File: src/rtl/scan_pkg.sv
package scan_pkg;
  typedef enum logic [2:0] {
    S_IDLE,
    S_RD,
    S_WAIT,
    S_SHIFT,
    S_LATCH,
    S_STRB
  } scan_state_e;
endpackage

File: src/rtl/scan_addr_gen.sv
module scan_addr_gen #(
  parameter int ADDR_W = 12,
  parameter int ROW_W  = 4,
  parameter int STRIDE = 32
) (
  input  logic              clk,
  input  logic              rst,
  input  logic              init,
  input  logic [ADDR_W-1:0] base,
  input  logic [ROW_W-1:0]  row,
  input  logic              adv,
  input  logic              pair_end,
  output logic [ADDR_W-1:0] addr
);
  localparam logic [ADDR_W-1:0] JUMP = ADDR_W'(STRIDE - 1);
  localparam logic [ADDR_W-1:0] ROW_OFS_W = ADDR_W'(1);

  always_ff @(posedge clk) begin
    if (rst) begin
      addr <= '0;
    end else if (init) begin
      addr <= base + (ADDR_W'(row) << 1);
    end else if (adv) begin
      addr <= addr + (pair_end ? JUMP : ROW_OFS_W);
    end
  end
endmodule

File: src/rtl/twinkle_mask_gen.sv
module twinkle_mask_gen #(
  parameter int DATA_W = 8,
  parameter int STEPS  = 31
) (
  input  logic              clk,
  input  logic              rst,
  input  logic              en,
  input  logic              step,
  output logic [DATA_W-1:0] mask
);
  localparam int CW = $clog2(STEPS + 1);
  localparam logic [DATA_W-1:0] SEED = {(DATA_W/2){2'b10}};

  logic [DATA_W-1:0] pat;
  logic [CW-1:0]     cnt;

  always_ff @(posedge clk) begin
    if (rst) begin
      pat <= SEED;
      cnt <= CW'(STEPS);
    end else if (en && step) begin
      if (cnt == CW'(1)) begin
        cnt <= CW'(STEPS);
        pat <= {pat[DATA_W-2:0], pat[DATA_W-1]};
      end else begin
        cnt <= cnt - CW'(1);
      end
    end
  end

  assign mask = en ? pat : '1;
endmodule

File: src/rtl/serial_byte_tx.sv
module serial_byte_tx #(
  parameter int DATA_W   = 8,
  parameter int HALF_BIT = 2
) (
  input  logic              clk,
  input  logic              rst,
  input  logic              load,
  input  logic [DATA_W-1:0] din,
  output logic              sclk,
  output logic              sdo,
  output logic              done
);
  localparam int DW = $clog2(HALF_BIT + 1);
  localparam int BW = $clog2(DATA_W);

  logic [DATA_W-1:0] sh;
  logic [DW-1:0]     div;
  logic [BW-1:0]     bitn;
  logic              active;

  always_ff @(posedge clk) begin
    if (rst) begin
      sh     <= '0;
      div    <= '0;
      bitn   <= '0;
      active <= 1'b0;
      sclk   <= 1'b0;
      sdo    <= 1'b0;
      done   <= 1'b0;
    end else begin
      done <= 1'b0;
      if (load) begin
        sh     <= din;
        sdo    <= din[DATA_W-1];
        sclk   <= 1'b0;
        div    <= '0;
        bitn   <= '0;
        active <= 1'b1;
      end else if (active) begin
        if (div == DW'(HALF_BIT - 1)) begin
          div <= '0;
          if (!sclk) begin
            sclk <= 1'b1;
          end else begin
            sclk <= 1'b0;
            if (bitn == BW'(DATA_W - 1)) begin
              active <= 1'b0;
              done   <= 1'b1;
            end else begin
              bitn <= bitn + BW'(1);
              sh   <= sh << 1;
              sdo  <= sh[DATA_W-2];
            end
          end
        end else begin
          div <= div + DW'(1);
        end
      end
    end
  end
endmodule

File: src/rtl/led_row_scanner.sv
module led_row_scanner
  import scan_pkg::*;
#(
  parameter int ADDR_W    = 12,
  parameter int DATA_W    = 8,
  parameter int ROWS      = 16,
  parameter int PAIRS     = 16,
  parameter int STRIDE    = 32,
  parameter int HALF_BIT  = 2,
  parameter int TWK_STEPS = 31,
  localparam int ROW_W    = $clog2(ROWS)
) (
  input  logic              clk,
  input  logic              rst,
  input  logic              tick,
  input  logic [ADDR_W-1:0] win_start,
  input  logic [DATA_W-1:0] invert_mask,
  input  logic [DATA_W-1:0] force_mask,
  input  logic              twinkle_en,
  output logic [ADDR_W-1:0] mem_addr,
  output logic              mem_rd,
  input  logic [DATA_W-1:0] mem_rdata,
  output logic              sclk,
  output logic              sdo,
  output logic              strobe,
  output logic [ROW_W-1:0]  row_sel,
  output logic              blank
);
  localparam int BYTES  = 2 * PAIRS;
  localparam int BCNT_W = $clog2(BYTES);

  scan_state_e       state;
  logic [BCNT_W-1:0] bcnt;
  logic [ROW_W-1:0]  row;
  logic [DATA_W-1:0] inv_q, frc_q;
  logic              twk_q;
  logic [DATA_W-1:0] twk_mask, byte_out;
  logic              tx_done, start_scan, in_wait, pair_step;

  assign start_scan = (state == S_IDLE) && tick;
  assign in_wait    = (state == S_WAIT);
  assign pair_step  = (state == S_RD) && !bcnt[0];
  assign mem_rd     = (state == S_RD);
  assign byte_out   = ((mem_rdata & twk_mask) ^ inv_q) | frc_q;

  scan_addr_gen #(.ADDR_W(ADDR_W), .ROW_W(ROW_W), .STRIDE(STRIDE)) u_addr (
    .clk(clk), .rst(rst), .init(start_scan), .base(win_start), .row(row),
    .adv(in_wait), .pair_end(bcnt[0]), .addr(mem_addr)
  );

  twinkle_mask_gen #(.DATA_W(DATA_W), .STEPS(TWK_STEPS)) u_twk (
    .clk(clk), .rst(rst), .en(twk_q), .step(pair_step), .mask(twk_mask)
  );

  serial_byte_tx #(.DATA_W(DATA_W), .HALF_BIT(HALF_BIT)) u_tx (
    .clk(clk), .rst(rst), .load(in_wait), .din(byte_out),
    .sclk(sclk), .sdo(sdo), .done(tx_done)
  );

  always_ff @(posedge clk) begin
    if (rst) begin
      state   <= S_IDLE;
      bcnt    <= '0;
      row     <= '0;
      inv_q   <= '0;
      frc_q   <= '0;
      twk_q   <= 1'b0;
      strobe  <= 1'b0;
      row_sel <= '0;
      blank   <= 1'b1;
    end else begin
      unique case (state)
        S_IDLE: if (tick) begin
          inv_q <= invert_mask;
          frc_q <= force_mask;
          twk_q <= twinkle_en;
          bcnt  <= '0;
          state <= S_RD;
        end
        S_RD:    state <= S_WAIT;
        S_WAIT:  state <= S_SHIFT;
        S_SHIFT: if (tx_done) begin
          if (bcnt == BCNT_W'(BYTES - 1)) begin
            blank   <= 1'b1;
            row_sel <= row;
            state   <= S_LATCH;
          end else begin
            bcnt  <= bcnt + BCNT_W'(1);
            state <= S_RD;
          end
        end
        S_LATCH: begin
          strobe <= 1'b1;
          state  <= S_STRB;
        end
        S_STRB: begin
          strobe <= 1'b0;
          blank  <= 1'b0;
          row    <= (row == ROW_W'(ROWS - 1)) ? '0 : row + ROW_W'(1);
          state  <= S_IDLE;
        end
        default: state <= S_IDLE;
      endcase
    end
  end
endmodule

File: config.mk
export PLATFORM = sky130hd
export DESIGN_NAME = led_row_scanner
export DESIGN_NICKNAME = d
export VERILOG_FILES = /design/src/rtl/scan_pkg.sv /design/src/rtl/scan_addr_gen.sv /design/src/rtl/twinkle_mask_gen.sv /design/src/rtl/serial_byte_tx.sv /design/src/rtl/led_row_scanner.sv
export SDC_FILE = /design/constraint.sdc
export NUM_CORES = 1
export LEC_CHECK = 0
export ABC_CLOCK_PERIOD_IN_PS = 2780
export BUFFER_PORTS_ARGS = -buffer_cell sky130_fd_sc_hd__buf_4
export CAP_MARGIN = 15
export CORE_ASPECT_RATIO = 0.75
export CORE_MARGIN = 5
export CORE_UTILIZATION = 39
export DETAILED_ROUTE_END_ITERATION = 16
export GPL_TIMING_DRIVEN = 0
export PLACE_DENSITY = 0.7
export SLEW_MARGIN = 5
export SYNTH_ARGS = -nofsm -noshare
export SYNTH_HDL_FRONTEND = slang
export SYNTH_SLANG_ARGS = --single-unit
export TNS_END_PERCENT = 30
File: constraint.sdc
create_clock -name clk -period 2.78 [get_ports clk]
set_input_delay 0 -clock clk [delete_from_list [all_inputs] [get_ports clk]]
set_output_delay 0 -clock clk [all_outputs]
set_load 0.005 [all_outputs]
* After elaboration in Yosys (flattened, before gate mapping)
Index checks and enable logic that the tools add are counted.
** Storage, ports and cells
- Word-level logic and storage cells :: 107
- Register bits after elaboration :: 76
- Input port bits :: 40
** Cells by class
- Equal/unequal tests :: 15
- Bitwise gates (word level) :: 7
- Mux-type cells :: 36
- Reduce and logical (&&, ||, !) cells :: 23
- Add/sub/neg operators :: 7
** Operator list (number)
- 7-bit 2-to-1 mux :: 5
- 5-bit 2-to-1 mux :: 5
- 12-bit 2-to-1 mux :: 2
- 3-bit one-hot mux with 5 select lines :: 1
- 1-bit 2-to-1 mux :: 14
- 2-bit nonzero test :: 7
- 12-bit adder :: 1
- 12-bit by 5-bit adder with 12-bit output :: 1
- 4-bit AND reduction :: 3
- 5-bit one-hot mux with 2 select lines :: 1
- 3-bit equality test, second input constant :: 3
- 3-bit 2-to-1 mux :: 3
- 8-bit AND :: 1
- 8-bit 2-to-1 mux :: 1
- 2-bit inequality test, second input constant :: 4
- 8-bit OR :: 1
- 2-bit AND reduction :: 4
- 8-bit bitwise XOR :: 1
- 3-bit by 2-bit equality test with 1-bit output, second input constant :: 2
- 3-bit AND reduction :: 2
- 5-bit by 1-bit adder with 5-bit output, second input constant :: 1
- 5-bit by 1-bit equality test with 1-bit output, second input constant :: 1
- 5-bit equality test, second input constant :: 1
- 5-bit OR reduction :: 1
- other kinds (16) :: 22

* Depth between registers and ports, before layout
Gate-level depths: netlist of run 1.
- Depth in word-level cells :: 6
- Depth in mapped cells :: 8
- Mapped depth without buffers :: 8

* Cells and area by module
From an unflattened synthesis of run 1, not the netlist that was laid out.
** Unflattened totals
- Cell total of the unflattened synthesis :: 483
- Area total of the unflattened synthesis :: 4077.7 um^2
** By module, submodules not included
- led_row_scanner :: seq. area each 700.7 um^2, times used 1, area an instance 1629.1 um^2, cells each 200
- scan_addr_gen :: seq. area each 240.2 um^2, times used 1, area an instance 1037.2 um^2, cells each 127
- serial_byte_tx :: seq. area each 320.3 um^2, times used 1, area an instance 765.7 um^2, cells each 84
- twinkle_mask_gen :: seq. area each 260.2 um^2, times used 1, area an instance 645.6 um^2, cells each 72

* Worst setup path after synthesis of run 1
OpenSTA, ideal clock, no wires.
- Path type :: reg2reg
- Start point :: register bcnt[0]
- End point :: register bcnt[3]
- Data required time :: 2702 ps
- Cell stages (with the launch flop) :: 9
- Setup slack :: 815 ps
- Data arrival time :: 1886 ps
- Path through :: dfxtp_1 > ha_1 > and3_1 > ha_1 > nand4b_1 > a21oi_1 > nand4_1 > xor2_1 > nor3_1
** Between the ends
- Longest elaborated chain between the ends :: 4
- Elaborated cells between the ends (all ways) :: 7
** RTL lines
- start: declaration :: line led_row_scanner.sv:33 : logic [BCNT_W-1:0] bcnt;
- start signal: assignment :: line led_row_scanner.sv:88 : bcnt <= bcnt + BCNT_W'(1);
- 5-bit by 1-bit adder with 5-bit output :: line led_row_scanner.sv:88
- 5-bit 2-to-1 mux :: line led_row_scanner.sv:83 : if (bcnt == BCNT_W'(BYTES - 1)) begin
- 5-bit 2-to-1 mux :: line led_row_scanner.sv:82 : S_SHIFT: if (tx_done) begin
- 5-bit one-hot mux with 2 select lines :: line led_row_scanner.sv:72 : unique case (state)
Several ways; a longest one is shown, not always the timed one. The select of a mux whose other input is x is not followed.
A chain may end at the register's enable or synchronous reset.

* Final worst setup path of run 1
Same ends and word-level chain as after synthesis.

==> metrics.md, run 1 <==
| Metric | Value |
|---|---|
| Max Cap Violations | `0` |
| Largest net degree at the start of global routing | `14` |
| Worst-case clock buffer depth | `2` |
| Worst Tran Pin Value | `~0.63 ns` |
| Pins Over Slew Limit | `0` |
| Routed wire per std cell | `15.6 µm` |
| Num CTS Buffers | `9` |
| Switching share of total power | `between 20% and 30%` |
| Pwr dens | `just over 600 nW/µm²` |
| Clk sinks | `76` |
| Max Clk Rate | `around 420 MHz` |
| Clock period minus worst slack | `2.38 ns` |
| WS Path Type | `flip-flop to flip-flop` |
| Starting Density | `40.5%` |
| Mux cell area share after synthesis | `approximately 6.3%` |
| Reg power frac | `between 30% and 40%` |
| Async SR Flop Fraction | `0%` |
| Post-synthesis sequential area ratio | `between 40% and 50%` |
| Failing checks | `hold timing` |
| Arr. time, crit path | `between 2 and 3 ns` |
| Vias per cell | `5.20` |
| Post-synth top flop | `dfxtp_1` |
| Total grt overflow | `0` |
| Adder-Cell Fraction of Synth Area | `between 6 and 7%` |
| Final Hold Viols | `1` |
| Synthesized area | `around 3700 µm²` |
| All-Layer GR Usage | `17.8%` |
| Yosys cell types | `between 50 and 60` |
| Min-Delay Path Class | `input port to flip-flop` |
| Synth Instances | `roughly 430` |
| Compound-cell area share of the yosys netlist | `between 10% and 20%` |
| CP max FO | `9` |
| TritonCTS clock tree | `yes` |
| Worst ir drop on vdd | `around 0.36 mV` |
| Total wire length | `~10 mm` |
| Setup violators final | `0` |
| Share of layout cells above drive strength 1 | `between 15 and 20%` |
| Iter 0 DRT Violations | `~210` |
| Root Driver | `clkbuf_16` |
| Leak | `a little over 2 nW` |
| Synth warn | `0` |
| Global-route wire length before repair | `between 15 and 20 mm` |
| Psw | `slightly above 0.7 mW` |
| ANT nets after route | `0` |
| XOR/XNOR Fraction of Synth Area | `6.59%` |
| Hold Slack | `-0.00219 ns` |
| # diodes | `0` |
| Period utilisation layout | `between 80% and 90%` |
| Largest family of logic cells by synthesized area | `simple AND/OR/NAND/NOR gates` |
| RSZ-0062 raised after global routing | `no` |
| Worst slew margin | `a little under three fifths` |
| Simple-gate share of the synthesized area | `18.2%` |
| Internal Pwr Total | `2.30 mW` |
| Crit end category | `flip-flop` |
| Avg Cell Area, Syn | `8.67 µm²` |
| Comb pwr share | `13.3%` |
| Register bit count reported by yosys | `76` |
| Fillers | `826` |
| RePlAce Congestion | `0.847` |
| H-tree depth | `3` |
| Status | `finished, violations left` |
| Core Footprint | `slightly above 9000 µm²` |
| CP required | `~3.0 ns` |
| Die width | `between 100 and 150 µm` |
| Startpoint Class | `flip-flop` |
| DP HPWL | `slightly above 7 mm` |
| PortBufs | `59` |
| Layout Nets | `about 570` |
| Number of top-level pins | `between 60 and 70` |
| Clock transition at path regs | `approximately 0.06 ns` |
| Syn nets | `~490` |
| DR DRC count | `0` |
| Die area | `between 10000 and 15000 µm²` |
| Worst-Skew Late Latency | `between 0.3 and 0.4 ns` |
| Setup TNS | `0 ns` |
| Initial antenna violation count | `0` |
| Post-CTS Setup Bufs | `0` |
| Pre-antenna DRT Iters | `4` |
| Layout area overhead | `30.9%` |
| Layout Skew | `about 0.011 ns` |
| Vias in the first global route | `around 3300` |
| Power share of the clock group | `47.1%` |
| DR vias | `between 3000 and 4000` |
| Cell Rows | `30` |
| Number of synthesized flops with an enable pin | `0` |
| Die Height | `~95 µm` |
[cells by family (layout without fill, tap and decap cells)]
kind of cell               after synthesis  count (layout)
and+or+nand+nor                        145             145
AOI/OAI and AO/OA                      104             104
DFF                                     76              76
buffers and inverters                   36             129
xor gates and xnor gates                28              28
muxes                                   23              23
adders and majority gates               17              17
[flip-flops by register name, summed over array words and instances (netlist names), 2 cells and up]
register / cells
row: 4
u_twk.pat: 8
state: 3
u_twk.cnt: 5
u_tx.sh: 7
row_sel: 4
u_tx.bitn: 3
u_tx.div: 2
frc_q: 8
u_addr.addr: 12
bcnt: 5
inv_q: 8
[cell usage after synthesis, types with 5 or more instances]
master    count  area (µm²)
nand3_1      10        50.1
xor2_1       16         140
nand2_1      56         210
ha_1         15         188
clkbuf_1     16        60.1
inv_1        16        60.1
o21ai_0      24         120
a211oi_1      5        37.5
xnor2_1      12         105
mux2i_1      22         220
nor3_1        9        45.0
o21a_1        8        60.1
dfxtp_1      76        1520
nor2_1       40         150
a21oi_1      35         175
a221oi_1      8        70.1
[per-stage QoR]
stage                     std cells  power, mW  setup WS [ns]  cell area (µm²)  util (%)
after floorplan                 429       1.43          0.815             3720         -
final                           650       3.02          0.404             4870      53.0
after CTS                       650       3.03          0.409             4870      53.0
after global routing            650       3.13          0.158             4870      53.0
after detailed placement        616       1.59          0.520             4320      47.0
after global placement          616       1.58          0.571             4320      47.0
[cell type report]
cell class | instances | area (µm²) | share of cell area [%]
multi-input combinational | 317 | 2040 | 42.0
sequential | 76 | 1520 | 31.2
timing repair buffer | 77 | 623 | 12.8
clock buffer | 10 | 229 | 4.70
tap | 128 | 160 | 3.29
clock inverter | 6 | 136 | 2.80
buffer | 20 | 95.1 | 1.95
inverter | 16 | 60.1 | 1.23
[worst max-delay path: stages, from the launching register on]
cell,delay [ns]
dfxtp_1,0.42
ha_1,0.25
and3_1,0.19
ha_1,0.20
nand4b_1,0.18
a21oi_1,0.50
nand4_1,0.19
xor2_1,0.19
nor3_1,0.16
[metal layers]
metal | track usage [%] | share of wire [%] | wire (µm)
met1 | 24.5 | 46 | 4690
met2 | 28.0 | 45 | 4600
met3 | 3.89 | 7.1 | 721
met4 | 5.22 | 1.2 | 124
met5 | 0 | 0 | 0
[power groups by stage]
stage,clock network (mW),registers [mW],logic (mW)
floorplan,0,1.21,0.226
global placement,0,1.21,0.367
detailed placement,0,1.22,0.374
CTS,1.43,1.19,0.400
global route,1.49,1.20,0.441
finish,1.42,1.19,0.403
[cells in the final DEF, fill, tap and decap left out, drive strengths merged, types with 16 or more instances in the layout]
master,instances
a21oi,35
xor2,16
clkbuf,26
inv,16
mux2i,22
buf,63
nor2,40
nand2,56
o21ai,24
dfxtp,76
dlygate4sd3,18
[path summary, 6_finish.rpt]
path / from / endpoint / slack, ns / cells after the start
min: win_start[10] / u_addr.addr[10] / -0.002 / 3
min reg2reg: frc_q[4] / frc_q[4] / 0.46 / 2
max reg2reg: bcnt[0] / bcnt[3] / 0.40 / 8
max: bcnt[0] / bcnt[3] / 0.40 / 8
[what timing repair did]
action	in CTS	in global routing
endpoints found under the hold margin	18	0
hold buffers	18	0
resized for setup	0	0
No activity file was read; power rests on OpenSTA's default activity.
==> inputs of run 2 (changes only) <==
--- a/config.mk
+++ b/config.mk
@@ -14,6 +14,7 @@
 export DETAILED_ROUTE_END_ITERATION = 16
 export GPL_TIMING_DRIVEN = 0
 export PLACE_DENSITY = 0.7
+export RECOVER_POWER = 100
 export SLEW_MARGIN = 5
 export SYNTH_ARGS = -nofsm -noshare
 export SYNTH_HDL_FRONTEND = slang
==> metrics.md, run 2 (synthesized netlist as in run 1, its figures left out) <==
| Metric | Value |
|---|---|
| Core Footprint | `9200 µm² (unchanged)` |
| Fillers | `832 (+0.73%)` |
| Die area | `11600 µm² (unchanged)` |
| Initial antenna violation count | `0 (unchanged)` |
| Worst-case clock buffer depth | `2 (unchanged)` |
| Die width | `123 µm (unchanged)` |
| RSZ-0062 raised after global routing | `no` |
| Max Cap Violations | `0 (unchanged)` |
| Pre-antenna DRT Iters | `5 (+1)` |
| Worst-Skew Late Latency | `0.33 ns (about the same)` |
| Worst slew margin | `53.4% (-3.9 points)` |
| WS Path Type | `flip-flop to flip-flop` |
| Power share of the clock group | `47.1% (about the same)` |
| All-Layer GR Usage | `17.8% (unchanged)` |
| Worst ir drop on vdd | `0.352 mV (-1.7%)` |
| Fin cells | `650 (unchanged)` |
| Post_cts resized | `0 (unchanged)` |
| Psw | `0.712 mW (-0.58%)` |
| Routed wire per std cell | `15.6 µm (+0.11%)` |
| Crit end category | `flip-flop` |
| Iter 0 DRT Violations | `236 (+10%)` |
| Total grt overflow | `0 (unchanged)` |
| Root Driver | `clkbuf_16` |
| Internal Pwr Total | `2.30 mW (-0.23%)` |
| Worst Tran Pin Value | `0.699 ns (+0.0677 ns)` |
| H-tree depth | `3 (unchanged)` |
| Leak | `2.02 nW (-1.6%)` |
| Layout Skew | `0.00641 ns (-0.00463 ns)` |
| Period utilisation layout | `88.2% (+2.7 points)` |
| PortBufs | `59 (unchanged)` |
| Die Height | `94.6 µm (unchanged)` |
| Biggest register | `u_addr.addr` |
| Reg power frac | `39.6% (about the same)` |
| Clock period minus worst slack | `2.45 ns (+0.0747 ns)` |
| Setup violators final | `0 (unchanged)` |
| Comb pwr share | `13.2% (about the same)` |
| Vias per cell | `5.23 (+0.53%)` |
| Most frequent cells in the layout | `76 x dfxtp_1, 56 x nand2_1, 40 x nor2_1` |
| Largest net degree at the start of global routing | `14 (unchanged)` |
| Pins Over Slew Limit | `0 (unchanged)` |
| Layout area overhead | `30.2%` |
| TritonCTS clock tree | `yes` |
| Layout Nets | `574 (unchanged)` |
| Hold Path Stages | `3 (unchanged)` |
| Clock transition at path regs | `0.06 ns (about the same)` |
| Startpoint Class | `flip-flop` |
| Starting Density | `40.5% (unchanged)` |
| Num CTS Buffers | `9 (unchanged)` |
| Min-Delay Path Class | `input port to flip-flop` |
| Number of top-level pins | `61 (unchanged)` |
| # diodes | `0 (unchanged)` |
| Worst r2r path cells | `6 (-2)` |
| DP HPWL | `7.25 mm (unchanged)` |
| CP max FO | `10 (+1)` |
| ANT nets after route | `0 (unchanged)` |
| Commonest non-fill, non-tap cell in the layout | `dfxtp_1` |
| Global-route wire length before repair | `16.1 mm (unchanged)` |
| DR vias | `3398 (+0.53%)` |
| Final Hold Viols | `0 (-1)` |
| Max Clk Rate | `408 MHz (-3.0%)` |
| Share of layout cells above drive strength 1 | `14.9% (-0.96 points)` |
| DR DRC count | `0 (unchanged)` |
| Cell Rows | `30 (unchanged)` |
| RePlAce Congestion | `0.847 (unchanged)` |
| Total wire length | `10.1 mm (+0.11%)` |
| CP required | `3.00 ns (-0.02 ns)` |
| Vias in the first global route | `3283 (unchanged)` |
| Clk sinks | `76 (unchanged)` |
| Setup TNS | `0 ns (unchanged)` |
| Status | `finished clean` |
| Arr. time, crit path | `2.67 ns (+0.05 ns)` |
| Switching share of total power | `23.7% (-0.063 points)` |
| Pwr dens | `621 nW/µm² (+0.17%)` |
| Placed Cells | `616 (unchanged)` |
| Largest register FFs | `12 (unchanged)` |
==> run 2: changes by cell type in the layout (fill, tap and decap cells not counted), sizes merged <==
cell    previous run  this run
clkbuf            26        51
buf               63        38
==> run 2: final timing paths <==
check	start	endpoint	slack, ns
worst max register to register	u_tx.bitn[0]	u_tx.sh[1]	0.33
worst min register to register	frc_q[4]	frc_q[4]	0.46
worst max-delay path	u_tx.bitn[0]	u_tx.sh[1]	0.33
worst min-delay path	win_start[10]	u_addr.addr[10]	0.0006
==> run 2: metal layers <==
metal,part of all wire [%],vias up,track usage (%)
li1,-,1693,-
met1,46,1583,24.5
met2,46,110,28.0
met3,6.6,12,3.89
met4,1.4,0,5.22
met5,0,-,0
==> run 2: stage by stage <==
step	util (%)	setup WS, ns	instance area, µm²	hold WS, ns	total power, mW
floorplan	-	0.815	3720	0.136	1.43
global placement	47.0	0.571	4320	0.251	1.58
detailed placement	47.0	0.520	4320	0.257	1.59
CTS	53.0	0.409	4870	0.00443	3.03
global route	52.7	0.151	4850	0.0359	3.13
finish	52.7	0.329	4850	0.000604	3.01
==> run 2: worst max-delay path: stages (launching register included) <==
cell	delay, ns
dfxtp_1	0.32
ha_1	0.20
ha_1	0.19
nor4b_1	0.53
clkbuf_1	0.58
mux2i_1	0.18
a221oi_1	0.35
==> run 2: power groups by stage <==
stage | logic (mW) | registers (mW) | clock network, mW
floorplan | 0.226 | 1.21 | 0
global placement | 0.367 | 1.21 | 0
detailed placement | 0.374 | 1.22 | 0
CTS | 0.400 | 1.19 | 1.43
global route | 0.435 | 1.20 | 1.49
finish | 0.398 | 1.19 | 1.42
==> run 2: final cells by class <==
type,count,area [µm²],area share (%)
buffer,20,75.1,1.55
sequential,76,1520,31.4
tap,128,160,3.30
inverter,16,60.1,1.24
multi-input combinational,317,2040,42.1
clock buffer,10,229,4.73
clock inverter,6,136,2.81
timing repair buffer,77,623,12.9
==> run 2: repair_timing <==
| action | 4_1_cts | 5_1_grt |
|---|---|---|
| buffers inserted | 0 | 0 |
| endpoints found under the hold margin | 18 | 0 |
| hold buffers | 18 | 0 |
==> inputs of run 3 (changes only) <==
--- a/config.mk
+++ b/config.mk
@@ -9,8 +9,8 @@
 export BUFFER_PORTS_ARGS = -buffer_cell sky130_fd_sc_hd__buf_4
 export CAP_MARGIN = 15
 export CORE_ASPECT_RATIO = 0.75
-export CORE_MARGIN = 5
 export CORE_UTILIZATION = 39
+export CTS_BUF_LIST = sky130_fd_sc_hd__clkbuf_8 sky130_fd_sc_hd__clkbuf_16
 export DETAILED_ROUTE_END_ITERATION = 16
 export GPL_TIMING_DRIVEN = 0
 export PLACE_DENSITY = 0.7
==> metrics.md, run 3 (synthesized netlist as in run 1, its figures left out) <==
| Metric | Value |
|---|---|
| Status | `finished clean` |
| Pre-antenna DRT Iters | `5 (unchanged)` |
| Worst path cell trace | `buf_6 -> nor4b_1 -> clkbuf_1 -> clkbuf_1 -> nand2_1 -> a21oi_1` |
| Most frequent cells in the layout | `76 x dfxtp_1, 56 x nand2_1, 40 x nor2_1` |
| TritonCTS clock tree | `yes` |
| Die area | `9940 µm² (-14%)` |
| CP required | `3.04 ns (+0.04 ns)` |
| Share of layout cells above drive strength 1 | `15.1% (+0.13 points)` |
| Post-CTS Setup Bufs | `0 (unchanged)` |
| Number of top-level pins | `61 (unchanged)` |
| All-Layer GR Usage | `21.7% (+3.9 points)` |
| Hold Slack | `0.0627 ns (+0.0621 ns)` |
| Startpoint Class | `flip-flop` |
| Worst-case clock buffer depth | `2 (unchanged)` |
| Clock transition at path regs | `0.06 ns (about the same)` |
| Switching share of total power | `26.1% (+2.5 points)` |
| Placed Cells | `616 (unchanged)` |
| Setup TNS | `0 ns (unchanged)` |
| Fillers | `818 (-1.7%)` |
| Post_cts resized | `0 (unchanged)` |
| Commonest non-fill, non-tap cell in the layout | `dfxtp_1` |
| Vias in the first global route | `3341 (+1.8%)` |
| Max Clk Rate | `425 MHz (+4.2%)` |
| Buf/Inv on CP | `3 (+2)` |
| ANT nets after route | `0 (unchanged)` |
| Num CTS Buffers | `9 (unchanged)` |
| Total wire length | `10.2 mm (+0.73%)` |
| Layout Nets | `576 (+0.35%)` |
| Pins Over Slew Limit | `0 (unchanged)` |
| H-tree depth | `3 (unchanged)` |
| DP HPWL | `7.08 mm (-2.4%)` |
| Min-Delay Path Class | `input port to flip-flop` |
| Die width | `115 µm (-6.5%)` |
| # hold bufs at CTS | `20 (+2)` |
| Initial antenna violation count | `0 (unchanged)` |
| Slowest-stage cell, CP | `nor4b_1` |
| Layout Skew | `0.00850 ns (+0.00209 ns)` |
| Starting Density | `40.6% (+0.17 points)` |
| CP delay by family, top | `buffers and inverters` |
| Comb pwr share | `13.9% (+0.7 points)` |
| Leak | `2.02 nW (-0.15%)` |
| Pwr dens | `597 nW/µm² (-4.0%)` |
| Final Hold Viols | `0 (unchanged)` |
| Biggest register | `u_addr.addr` |
| RePlAce Congestion | `0.858 (+1.3%)` |
| Worst Tran Pin Value | `0.705 ns (+0.00632 ns)` |
| Clk sinks | `76 (unchanged)` |
| Largest net degree at the start of global routing | `16 (+2)` |
| DR vias | `3484 (+2.5%)` |
| Max incr delay on CP | `0.64 ns (+0.06 ns)` |
| Max Cap Violations | `0 (unchanged)` |
| PortBufs | `59 (unchanged)` |
| Cell mode on critical path | `clkbuf_1` |
| Total grt overflow | `0 (unchanged)` |
| Crit. Startpoint | `state[2]` |
| Cell Rows | `30 (unchanged)` |
| RSZ-0062 raised after global routing | `no` |
| Iter 0 DRT Violations | `234 (-0.85%)` |
| Vias per cell | `5.34 (+2.2%)` |
| Psw | `0.754 mW (+5.8%)` |
| CP max FO | `10 (unchanged)` |
| Internal Pwr Total | `2.13 mW (-7.3%)` |
| Final Power | `2.88 mW (-4.2%)` |
| WS Path Type | `flip-flop to flip-flop` |
| Core Footprint | `9160 µm² (-0.41%)` |
| Hold Startpoint | `win_start[7]` |
| Crit end category | `flip-flop` |
| # diodes | `0 (unchanged)` |
| Die Height | `86.6 µm (-8.5%)` |
| DR DRC count | `0 (unchanged)` |
| Setup violators final | `0 (unchanged)` |
| Largest register FFs | `12 (unchanged)` |
| Clock period minus worst slack | `2.35 ns (-0.0993 ns)` |
| Worst slew margin | `52.3% (-1.1 points)` |
| Reg power frac | `41.5% (+1.9 points)` |
| Root Driver | `clkbuf_16` |
| Power share of the clock group | `44.6% (-2.5 points)` |
| Period utilisation layout | `84.6% (-3.6 points)` |
| Worst ir drop on vdd | `0.311 mV (-12%)` |
| Worst-Skew Late Latency | `0.34 ns (about the same)` |
| Fin cells | `652 (+0.31%)` |
| R2r startpoint | `state[2]` |
| Global-route wire length before repair | `16.5 mm (+2.4%)` |
| Arr. time, crit path | `2.61 ns (-0.06 ns)` |
| Layout area overhead | `29.9%` |
| Routed wire per std cell | `15.7 µm (+0.42%)` |
==> run 3: cell types whose count changed in the layout (fill, tap and decap cells not counted), moves of 2 or more <==
cell	before	now
bufinv_16	4	2
clkbuf_4	21	18
dlygate4sd3_1	18	20
inv_6	0	3
==> run 3: cell type report <==
class	count	area (µm²)	area share (%)
flip-flops and latches	76	1520	31.5
multi-input cells	317	2040	42.2
plain buffers	20	83.8	1.73
inverters	16	60.1	1.24
clock inverters	7	105	2.18
well taps	128	160	3.31
clock buffers	9	225	4.66
repair buffers	79	636	13.2
==> run 3: path summary, 6_finish.rpt <==
| kind | endpoint | slack, ns | cells after the start |
|---|---|---|---|
| min | u_addr.addr[7] | 0.06 | 4 |
| max reg2reg | frc_q[6] | 0.43 | 6 |
| min reg2reg | frc_q[2] | 0.46 | 2 |
| max | frc_q[6] | 0.43 | 6 |
==> run 3: worst register-to-register path, cell delays in order (launching register included) <==
cell and delay, ns:
dfxtp_1 0.31, buf_6 0.13, nor4b_1 0.65, clkbuf_1 0.48, clkbuf_1 0.41, nand2_1 0.15
a21oi_1 0.17
==> run 3: routing by layer <==
layer	wire length, µm	share of wire [%]	GRT usage (%)
met1	4880	48	29.5
met2	4590	45	33.9
met4	199	1.9	7.56
met3	550	5.4	5.24
met5	0	0	0
==> run 3: power by group through the flow <==
stage	Combinational, mW	Sequential [mW]	Clock, mW
6_report	0.401	1.20	1.29
2_1_floorplan	0.226	1.21	0
3_3_place_gp	0.365	1.21	0
5_1_grt	0.437	1.20	1.36
4_1_cts	0.402	1.19	1.31
3_5_place_dp	0.375	1.22	0
==> run 3: metrics by stage <==
stage	worst slack [ns]	utilization [%]	cell area (µm²)
2_1_floorplan	0.815	-	3720
3_3_place_gp	0.598	47.2	4320
3_5_place_dp	0.491	47.2	4320
4_1_cts	0.482	53.0	4850
5_1_grt	0.251	52.8	4830
6_report	0.428	52.8	4830
